### config.mk
export PLATFORM = sky130hd
export DESIGN_NAME = segXlate
export DESIGN_NICKNAME = d
export VERILOG_FILES = /design/src/rtl/segxl_pkg.sv /design/src/rtl/segCtrl.sv /design/src/rtl/segDatapath.sv /design/src/rtl/segXlate.sv
export SDC_FILE = /design/constraint.sdc
export NUM_CORES = 1
export LEC_CHECK = 0
export ABC_AREA = 1
export BUFFER_PORTS_ARGS = -buffer_cell sky130_fd_sc_hd__buf_4
export CORE_UTILIZATION = 69
export CTS_BUF_LIST = sky130_fd_sc_hd__clkbuf_8
export DETAILED_ROUTE_END_ITERATION = 6
export GPL_ROUTABILITY_DRIVEN = 0
export PLACE_DENSITY_LB_ADDON = 0.05
export SYNTH_ARGS = -nofsm -noshare
export SYNTH_HDL_FRONTEND = slang
export SYNTH_SLANG_ARGS = --single-unit
### constraint.sdc
create_clock -name clk -period 5.8 [get_ports clk]
set_input_delay 1.45 -clock clk [delete_from_list [all_inputs] [get_ports clk]]
set_output_delay 1.45 -clock clk [all_outputs]
set_load 0.03 [all_outputs]
### src/rtl/segxl_pkg.sv
package segxl_pkg;
  localparam int ADDR_W = 16;
  localparam int SEG_W  = 4;
  localparam int OFF_W  = ADDR_W - SEG_W;
  localparam int NUM_SEG = 1 << SEG_W;

  typedef struct packed {
    logic              present;
    logic [ADDR_W-1:0] base;
    logic [OFF_W-1:0]  limit;
  } segEntry_t;

  typedef struct packed {
    logic captureEn;
    logic tableWrEn;
  } segStrobes_t;
endpackage

### src/rtl/segCtrl.sv
module segCtrl
  import segxl_pkg::*;
(
  input  logic        clk,
  input  logic        rstN,
  input  logic        reqValid,
  input  logic        wrEn,
  output segStrobes_t strobes,
  output logic        rspValid
);
  always_comb begin
    strobes.captureEn = reqValid;
    strobes.tableWrEn = wrEn;
  end

  always_ff @(posedge clk) begin
    if (!rstN) rspValid <= 1'b0;
    else       rspValid <= reqValid;
  end

  assert_latency_R7: assert property (@(posedge clk) disable iff (!rstN)
    reqValid |=> rspValid);
  assert_no_spurious_R7: assert property (@(posedge clk) disable iff (!rstN)
    !reqValid |=> !rspValid);
endmodule

### src/rtl/segDatapath.sv
module segDatapath
  import segxl_pkg::*;
#(
  parameter int AW = ADDR_W,
  parameter int SW = SEG_W,
  localparam int OW = AW - SW,
  localparam int NS = 1 << SW
)(
  input  logic          clk,
  input  logic          rstN,
  input  segStrobes_t   strobes,
  input  logic [AW-1:0] reqAddr,
  input  logic [SW-1:0] wrIdx,
  input  logic [AW-1:0] wrBase,
  input  logic [OW-1:0] wrLimit,
  input  logic          wrPresent,
  output logic [AW-1:0] physQ,
  output logic          faultAbsentQ,
  output logic          faultLimitQ
);
  segEntry_t tableQ [NS];
  logic [NS-1:0] wrHit;

  for (genvar g = 0; g < NS; g++) begin : gDecode
    assign wrHit[g] = strobes.tableWrEn && (wrIdx == SW'(g));
  end

  always_ff @(posedge clk) begin
    for (int i = 0; i < NS; i++) begin
      if (!rstN)          tableQ[i] <= '0;
      else if (wrHit[i]) begin
        tableQ[i].present <= wrPresent;
        tableQ[i].base    <= wrBase;
        tableQ[i].limit   <= wrLimit;
      end
    end
  end

  logic [SW-1:0] segIdx;
  logic [OW-1:0] offset;
  segEntry_t     entry;
  logic [AW-1:0] sum;
  logic          absentNow, overNow;

  always_comb begin
    segIdx    = reqAddr[AW-1 -: SW];
    offset    = reqAddr[OW-1:0];
    entry     = tableQ[segIdx];
    sum       = entry.base + {{SW{1'b0}}, offset};
    absentNow = !entry.present;
    overNow   = entry.present && (offset > entry.limit);
  end

  always_ff @(posedge clk) begin
    if (!rstN || !strobes.captureEn) begin
      physQ        <= '0;
      faultAbsentQ <= 1'b0;
      faultLimitQ  <= 1'b0;
    end else begin
      physQ        <= (absentNow || overNow) ? '0 : sum;
      faultAbsentQ <= absentNow;
      faultLimitQ  <= overNow;
    end
  end

  assert_table_load_R8: assert property (@(posedge clk) disable iff (!rstN)
    strobes.tableWrEn |=> (tableQ[$past(wrIdx)].present == $past(wrPresent)));
  assert_absent_priority_R5: assert property (@(posedge clk) disable iff (!rstN)
    faultAbsentQ |-> !faultLimitQ);
  assert_fault_zero_R6: assert property (@(posedge clk) disable iff (!rstN)
    (faultAbsentQ || faultLimitQ) |-> (physQ == '0));
endmodule

### src/rtl/segXlate.sv
module segXlate
  import segxl_pkg::*;
(
  input  logic              clk,
  input  logic              rstN,
  input  logic              reqValid,
  input  logic [ADDR_W-1:0] reqAddr,
  input  logic              wrEn,
  input  logic [SEG_W-1:0]  wrIdx,
  input  logic [ADDR_W-1:0] wrBase,
  input  logic [OFF_W-1:0]  wrLimit,
  input  logic              wrPresent,
  output logic              rspValid,
  output logic [ADDR_W-1:0] rspPhysAddr,
  output logic              rspFaultAbsent,
  output logic              rspFaultLimit
);
  segStrobes_t strobes;

  segCtrl uCtrl (
    .clk(clk), .rstN(rstN), .reqValid(reqValid), .wrEn(wrEn),
    .strobes(strobes), .rspValid(rspValid)
  );

  segDatapath #(.AW(ADDR_W), .SW(SEG_W)) uDp (
    .clk(clk), .rstN(rstN), .strobes(strobes), .reqAddr(reqAddr),
    .wrIdx(wrIdx), .wrBase(wrBase), .wrLimit(wrLimit), .wrPresent(wrPresent),
    .physQ(rspPhysAddr), .faultAbsentQ(rspFaultAbsent), .faultLimitQ(rspFaultLimit)
  );

  assert_idle_quiet_R10: assert property (@(posedge clk) disable iff (!rstN)
    !rspValid |-> (rspPhysAddr == '0 && !rspFaultAbsent && !rspFaultLimit));
endmodule

==> results of run 1 <==
==> worst paths after layout <==
kind,start,to,slack [ps]
hold / removal,uDp.tableQ[3][28],uDp.faultAbsentQ,800
hold reg to reg,uDp.tableQ[3][28],uDp.faultAbsentQ,800
setup / recovery,reqAddr[12],uDp.physQ[1],1430
setup reg to reg,uDp.tableQ[9][14],uDp.physQ[15],3060
==> synthesized netlist by cell type <==
library cell / n / area share, %
sky130_fd_sc_hd__a21oi_1: 14 / 0.32
sky130_fd_sc_hd__o21ai_1: 17 / 0.39
sky130_fd_sc_hd__and2_1: 1 / 0.029
sky130_fd_sc_hd__nor2_4: 1 / 0.051
sky130_fd_sc_hd__o21a_1: 2 / 0.068
sky130_fd_sc_hd__ha_1: 24 / 1.4
sky130_fd_sc_hd__nor2_1: 694 / 12
sky130_fd_sc_hd__a31oi_1: 2 / 0.057
sky130_fd_sc_hd__nor3_2: 2 / 0.091
sky130_fd_sc_hd__o221ai_1: 74 / 3.0
sky130_fd_sc_hd__nand3b_1: 1 / 0.034
sky130_fd_sc_hd__dfxtp_1: 19 / 1.7
sky130_fd_sc_hd__o31ai_1: 1 / 0.034
sky130_fd_sc_hd__or2_2: 3 / 0.086
sky130_fd_sc_hd__buf_1: 3 / 0.051
sky130_fd_sc_hd__edfxtp_1: 464 / 64
sky130_fd_sc_hd__nand2_2: 1 / 0.029
sky130_fd_sc_hd__a21boi_0: 2 / 0.068
sky130_fd_sc_hd__o21ai_0: 194 / 4.4
sky130_fd_sc_hd__inv_2: 5 / 0.086
sky130_fd_sc_hd__inv_1: 94 / 1.6
sky130_fd_sc_hd__nand3_1: 104 / 2.4
sky130_fd_sc_hd__nand2_1: 170 / 2.9
sky130_fd_sc_hd__nand4_1: 2 / 0.057
sky130_fd_sc_hd__nor3_1: 1 / 0.023
sky130_fd_sc_hd__o21bai_1: 4 / 0.14
sky130_fd_sc_hd__buf_6: 11 / 0.56
sky130_fd_sc_hd__o22ai_1: 22 / 0.63
sky130_fd_sc_hd__clkbuf_2: 1 / 0.023
sky130_fd_sc_hd__fa_1: 1 / 0.091
sky130_fd_sc_hd__a21oi_2: 6 / 0.24
sky130_fd_sc_hd__buf_2: 30 / 0.68
sky130_fd_sc_hd__o211ai_1: 28 / 0.96
sky130_fd_sc_hd__clkbuf_1: 118 / 2.0
sky130_fd_sc_hd__xor2_1: 1 / 0.040
sky130_fd_sc_hd__buf_4: 10 / 0.34
==> worst max-delay path: cells and delay by family <==
family,cells,cell delay (ps)
buffers and inverters,4,1250
AOI/OAI and AO/OA,4,1090
and+or+nand+nor,6,680
adders and majority gates,1,290
==> layer usage <==
metal,GRT usage (%),vias up
li1,-,7381
met1,57.4,8045
met2,60.3,1501
met3,8.87,254
met4,19.3,0
met5,0,-
==> power by group through the flow <==
stage	Clock (mW)	Combinational [mW]	Sequential, mW
6_report	2.66	0.781	4.09
5_1_grt	2.79	0.836	4.10
4_1_cts	2.65	0.757	4.09
3_5_place_dp	0	0.754	4.16
3_3_place_gp	0	0.734	4.15
2_1_floorplan	0	0.480	4.15
==> flip-flops by register name, indices dropped and copies added (netlist names) <==
signal and flops:
uCtrl.rspValid 1, uDp.faultAbsentQ 1, uDp.faultLimitQ 1, uDp.physQ 16, uDp.tableQ 464
==> final cells by class <==
cell class | instances | area [µm²] | area share [%]
clock buffers | 84 | 1160 | 4.82
clock inverters | 53 | 224 | 0.934
inverters | 99 | 378 | 1.58
repair buffers | 108 | 877 | 3.66
well taps | 396 | 495 | 2.07
flip-flops and latches | 483 | 14300 | 59.7
multi-input cells | 1372 | 6530 | 27.2
==> cells in the final DEF, fill, tap and decap left out, types with 3 or more instances in the layout <==
| cell type | netlist | routed |
|---|---|---|
| sky130_fd_sc_hd__a21oi_2 | 6 | 6 |
| sky130_fd_sc_hd__o21ai_1 | 17 | 17 |
| sky130_fd_sc_hd__o22ai_1 | 22 | 22 |
| sky130_fd_sc_hd__inv_1 | 94 | 123 |
| sky130_fd_sc_hd__a21oi_1 | 14 | 14 |
| sky130_fd_sc_hd__nand2_2 | 1 | 11 |
| sky130_fd_sc_hd__o21ai_0 | 194 | 188 |
| sky130_fd_sc_hd__o21ai_4 | 0 | 6 |
| sky130_fd_sc_hd__inv_2 | 5 | 3 |
| sky130_fd_sc_hd__o21bai_1 | 4 | 4 |
| sky130_fd_sc_hd__ha_1 | 24 | 24 |
| sky130_fd_sc_hd__edfxtp_1 | 464 | 464 |
| sky130_fd_sc_hd__o221ai_1 | 74 | 74 |
| sky130_fd_sc_hd__clkbuf_8 | 0 | 84 |
| sky130_fd_sc_hd__nor2_1 | 694 | 694 |
| sky130_fd_sc_hd__buf_4 | 10 | 102 |
| sky130_fd_sc_hd__nand2_1 | 170 | 160 |
| sky130_fd_sc_hd__o211ai_1 | 28 | 28 |
| sky130_fd_sc_hd__or2_2 | 3 | 3 |
| sky130_fd_sc_hd__buf_12 | 0 | 5 |
| sky130_fd_sc_hd__clkinv_1 | 0 | 15 |
| sky130_fd_sc_hd__clkinvlp_4 | 0 | 4 |
| sky130_fd_sc_hd__nand3_1 | 104 | 104 |
| sky130_fd_sc_hd__clkinv_2 | 0 | 5 |
| sky130_fd_sc_hd__dfxtp_1 | 19 | 19 |
==> metrics by stage <==
step	instances	power, mW	util, %	cell area [µm²]
3_5_place_dp	2458	4.91	73.1	22600
5_1_grt	2595	7.73	77.6	24000
6_report	2595	7.54	77.6	24000
4_1_cts	2595	7.49	77.6	24000
2_1_floorplan	2127	4.63	-	21900
3_3_place_gp	2458	4.88	73.1	22600
==> cell families (layout without fill, tap and decap cells) <==
kind of cell	Yosys count	count (layout)	share of synthesized area (%)
compound gates	366	366	10.3
xor+xnor	1	1	0.0399
flops	483	483	65.3
fa+ha+maj	25	25	1.46
simple gates	980	980	17.6
buf+inv	272	344	5.38
==> results.md, run 1 <==
- The worst path arrival time is 4850 ps.
- The post-CTS setup buffer count is 0.
- In the final routed layout, each cell accounts on average for 25.2 µm.
- The number of cells upsized or downsized after cts is 0.
- For this design, the sink count on the clock tree is ~480.
- The number of cell rows is 64.
- The startpoint class of the critical path is an input port.
- The clock reaches the later pin of the worst-skew pair after 610 ps.
- At the pin with the least slew margin, the transition time is 1430 ps.
- The detailed-route wire length on metal 1 is ~23 mm.
- The TritonCTS buffer count is 76.
- In this run, synthesis produced a sequential element count of 483.
- The maximum buffer depth of the clock tree is 3.
- The number of max-slew violations in the final report came to 0.
- The critical path endpoint category is a register.
- The internal portion of the total power is 5.57 mW.
- After synthesis, the netlist uses 36 different library cells.
- The via count of the first global-routing pass is 16300.
- The area growth from synthesis to layout is 9.32%.
- The count of port buffers added during placement is between 70 and 80.
- After detailed routing, no signal wire sits above met4.
- The power density over the cells is 314 mW/mm².
- The mean instance size in the synthesized netlist is 10.3 µm².
- The count of routing violations after the opening detailed-route iteration is 3155.
- At the placement stage, the worst setup path has a slack of about 960 ps.
- Global routing consumed, over all layers together, 40.5% of the routing resources.
- The total count of hold-check failures in the final report is 0.
- The area of the mapped netlist is 0.0219 mm².
- The number of antenna violations at the first check in global routing was 0.
- Measured in cells, the most critical reg-to-reg path has a length of 14.
- The Yosys step of the flow raised 0 warnings.
- The cell at the root of the clock tree is sky130_fd_sc_hd__clkbuf_8.
- The number of inserted diodes is 0.
- TritonCTS built the clock tree.
- The classification of the worst setup path is input port to register.
- Detailed routing inserted a total of 17200 vias.
- The timing-limited maximum frequency is roughly 0.23 GHz.
- Measured along the y axis, the die boundary spans 180 µm.
- Across the VDD grid, the largest voltage drop is 0.202 mV.
- The post-CTS clock slew at the launch and capture registers of the worst setup and hold paths is 60 ps.
- The clock network is responsible for 35.4% of the overall power.
- The synthesized net count is 2205.
- The overflow left after global routing is 0.
- Headroom to the max-slew limit came out at 4.29%.
- The count of TritonRoute iterations in the first routing pass is 7.
- Counting instances, the worst hold path has a depth of 7.
- CTS built an H-tree with a depth of 3.
- The count of antenna-violating nets left after detailed routing is 0.
- The part of the cycle the worst path needs is roughly three quarters.
- The routed length on met2 is 28.7 mm.
- Sequential cells account for 54.3% of the total power.
- Walking the worst path, the cells encountered are buf_6, buf_4, o21ai_0, o221ai_1, o211ai_1, nand2_1, inv_1, ha_1, nand4_1, nor2_1, nand2_1, a31oi_1, nor2_4, inv_2, nor2_1.
- The worst min-delay path category is register to register.
- Hold timing on the final database bottoms out at a slack of 797 ps.
- The die footprint is 0.0325 mm².
- The time the final worst path needs with I/O delays and setup is 4370 ps.
- Setup slack on the critical path of the routed design comes to 1430 ps.
- The net switching component of the power is 1.97 mW.
- Setup repair after global routing left no endpoint under its margin.
- The data required time at the worst endpoint is 6280 ps.
- For this configuration, the core starts out at a cell density of between 70% and 80%.
- The largest clock skew in the final design is 26.6 ps.
- For this design the static power due to leakage is ~9.2 nW.
- The count of hold buffers inserted by post-cts repair is 0.
- Pin placement for this block handled 72 I/O pins.
- The largest fanout on the critical path is 76.
- The worst-path cell with the longest stage delay is sky130_fd_sc_hd__buf_4.
- The die is roughly 180 µm wide.
- Sequential elements use 65.3% of the synthesized area.
- The met3 layer wire length in the routed design is 10.3 mm.
- The floorplan step defined a core boundary enclosing 0.0309 mm².
- In the final layout, the share of cells above drive strength 1 is 10.7%.
- After filler insertion, the fill cell instance count of the layout stands at 2067.
- The count of max-cap constraint violations is 0.
- The sum of negative setup slack is 0 ps.
- Entering global routing, the biggest net connects 113 pins.
- The total of endpoints with negative setup slack in the final report is 0.
- The share of total power in combinational logic is a little over a tenth.
- The HPWL reported at the end of detailed placement is between 30 and 40 mm.
- The maximum cell stage delay along the critical path is 680 ps.
- At the end of the flow, the number of nets in the layout was 2218.
- The number of DRC violations after detailed routing is 1.
- After detailed routing, the number of vias per cell comes to 6.62.
- The checks that failed: DRC.
- The flow ran to the end, but the final reports show violations.
- The routed wire length is about 65 mm.
- The first global-routing pass estimated roughly 100 mm of wire.
- After technology mapping, the gate count stands at 2127.
- The switching fraction of total power is 26.1%.
(Power assumes the default switching activity.)
==> run 2, diff against run 1 <==
- CORE_UTILIZATION: 69 -> 65
- clock period: 5.8 -> 4.4 ns (I/O delays scaled with it)
==> run 2 against run 1 <==
Compared with the run above: the run still ends with DRC left; first-iteration DRC count down 17%; sequential cell count stayed put; hold slack got worse by 28 ps; non-clock buffer count rose by 24; clock skew up 4.7 ps; sequential share of layout area down 0.77 points; critical path depth up 1; register-to-register slack got worse by 1500 ps; highest routed layer is now met5; die area increased by 6.1%.
==> results.md, run 2 (synthesized netlist as in run 1, its figures left out) <==
- The region available for standard cell placement spans roughly 0.033 mm².
- The layout cell share with drive strength beyond 1 is 11.5%.
- The via count of the first global-routing pass is 15900.
- The number of DRC violations after detailed routing is 14.
- The die footprint is 0.0345 mm².
- The part of the cycle the worst path needs is 80.8%.
- The flow ran to the end, but the final reports show violations.
- In this run the tightest slew margin relative to its limit is 22.3%.
- The transition at the pin with the smallest max-transition slack is 1160 ps.
- The number of antenna diodes in the final layout is 0.
- The floorplan has 66 rows.
- The overflow left after global routing is 0.
- The count of TritonRoute iterations in the first routing pass is 7.
- The final worst hold slack is approximately 770 ps.
- Leaving out fill and tap cells, the most frequent cell in the layout is sky130_fd_sc_hd__nor2_1.
- The count of antenna-violating nets left after detailed routing is 0.
- The global routing usage on met1 is 52.9%.
- In this run, post-CTS repair resized a total of 0 instances.
- The count of max-cap constraint violations is 0.
- The share of total power in combinational logic is 10.6%.
- The final reports fail on DRC.
- After routing, the total negative slack on setup checks comes to 0 ps.
- In this run the power density over the cells is roughly 410 mW/mm².
- The maximum cell stage delay along the critical path is 360 ps.
- The cell at the root of the clock tree is sky130_fd_sc_hd__clkbuf_8.
- The total number of H-tree levels is 3.
- The die is 186 µm tall.
- Across the routed clock network, the largest skew measured is 31.3 ps.
- Entering global routing, the biggest net connects 87 pins.
- The number of nets in the final layout is 2244.
- The flip-flop count of the largest register after layout is 464.
- Summed over all cells, the static leakage comes to 9.40 nW.
- The total count of hold-check failures in the final report was 0.
- The TritonCTS buffer count is just under 80.
- The post-CTS setup buffer count is 0.
- The fraction of power consumed by the clock network is 35.2%.
- The routed layout has 17000 vias.
- Setup repair after global routing left no endpoint under its margin.
- Derived from the worst setup path, the maximum achievable clock frequency is between 0.2 and 0.3 GHz.
- The initial cell density of the core is 66.7%.
- Of all nets on the critical path, the largest fanout is 57.
- In the global route stage, met3 resource usage came out at 9.31%.
- The largest registers in the layout are uDp.tableQ x464, uDp.physQ x16.
- Data on the critical path is required at its endpoint by between 4000 and 5000 ps.
- For this block, the initial DRC count from the detailed router was between 2000 and 3000.
- The clock passes through at most 3 buffers.
- The worst setup path is launched from an input port.
- Clock-pin slew was measured on the worst setup and hold paths at 50 ps.
- The maximum vdd drop is 0.335 mV.
- The critical path endpoint category is a register.
- The area growth from synthesis to final layout is 10.7%.
- The met2 routing resource usage after global routing is 58.2%.
- The number of antenna violations at the first check in global routing came to 1.
- TritonCTS built the clock tree.
- After detailed routing, the average wire length per cell comes to around 24 µm.
- The most congested layer reported by global routing is met2.
- The die outline width is 186 µm.
- The clock reaches the later pin of the worst-skew pair after 640 ps.
- The worst-path cell with the longest stage delay is sky130_fd_sc_hd__inv_6.
- More flip-flops sit in one register than any other, and that register is uDp.tableQ.
- The worst min-delay path category is input port to register.
- In this run the power spent charging and discharging nets is approximately 2.5 mW.
- The first-pass GRT wire length is around 95 mm.
- The count of buffers added on input and output ports is 71.
- By startpoint and endpoint, the worst setup path is classified as input port to register.
- Global routing used between 30 and 40% of the available tracks.
- Setup violations remaining at the end of the flow were counted as 0.
- The switching fraction of total power is 25.7%.
- Traced cell by cell, the critical path runs through buf_6, inv_6, buf_4, o21ai_0, o221ai_1, o211ai_1, nand2_1, inv_1, ha_1, nand4_1, nor2_1, nand2_1, a31oi_1, nor2_4, inv_2, nor2_1.
- The share of power burned in registers is 54.2%.
- After legalization and detailed placement, the total HPWL measured 35.2 mm.
- The I/O pin count is slightly above 70.
- The count of hold buffers inserted by post-cts repair is 0.
- Cell internal power was estimated by the tool at approximately 7.4 mW.
- The top cell types in the final layout, fill and taps aside, are sky130_fd_sc_hd__nor2_1, sky130_fd_sc_hd__edfxtp_1, sky130_fd_sc_hd__o21ai_0.
- The routed wire length is 64.9 mm.
- After detailed routing, the number of vias per cell comes to between 6 and 7.
- The clock sink total is around 480.
- The worst path arrival time is 4050 ps.
- The worst path needs between 3000 and 4000 ps of the cycle, external delays included.
- The overall power after layout is a little under 10 mW.
- The number of max-slew violations in the final report is 0.
==> run 2: cell count changes in the layout (fill, tap and decap cells not counted), moves of 2 or more <==
cell / before / now
sky130_fd_sc_hd__buf_12: 5 / 11
sky130_fd_sc_hd__buf_4: 102 / 120
sky130_fd_sc_hd__clkbuf_8: 84 / 82
sky130_fd_sc_hd__clkinv_1: 15 / 12
sky130_fd_sc_hd__clkinvlp_4: 4 / 1
sky130_fd_sc_hd__inv_1: 123 / 128
==> run 2: path summary, 6_finish.rpt <==
check             slack [ps]  cells after the start          endpoint                from
setup / recovery         840                     16      uDp.physQ[1]         reqAddr[12]
hold / removal           770                      3    uCtrl.rspValid            reqValid
setup reg to reg        1520                     13     uDp.physQ[13]   uDp.tableQ[1][13]
hold reg to reg          820                      7  uDp.faultAbsentQ  uDp.tableQ[10][28]
==> run 2: final cells by class <==
type	count	area (µm²)
Tap cell	442	553
Fill cell	2392	8580
Clock buffer	82	1130
Inverter	99	378
Sequential cell	483	14300
Timing Repair Buffer	132	1130
Clock inverter	54	251
Multi-Input combinational cell	1372	6530
==> run 2: power by group through the flow <==
| stage | clock, mW | combinational [mW] | sequential, mW |
|---|---|---|---|
| floorplan | 0 | 0.633 | 5.47 |
| global placement | 0 | 1.00 | 5.46 |
| detailed placement | 0 | 1.02 | 5.47 |
| CTS | 3.51 | 1.03 | 5.38 |
| global route | 3.71 | 1.13 | 5.40 |
| finish | 3.49 | 1.05 | 5.38 |
==> run 2: metrics by stage <==
stage               setup slack [ps]  instance area, µm²  std cells  utilization (%)
detailed placement               291               22900       2528             69.7
finish                           845               24300       2664             73.9
global placement                 375               22900       2528             69.7
global route                     590               24300       2664             73.9
floorplan                        384               21900       2127                -
CTS                              926               24300       2664             73.9
==> run 2: worst max-delay path: cells and delay by family <==
kind                     cells  cell delay (ps)
AND/OR/NAND/NOR              6              770
AO/OA/AOI/OAI                4              780
buffers and inverters        5             1050
adder cells (fa/ha/maj)      1              290
==> run 2: metal layers <==
| metal | up-vias | wire length [µm] |
|---|---|---|
| met1 | 8023 | 23700 |
| met3 | 215 | 9400 |
| met5 | - | 13 |
| met2 | 1373 | 29000 |
| met4 | 2 | 2770 |
| li1 | 7423 | - |
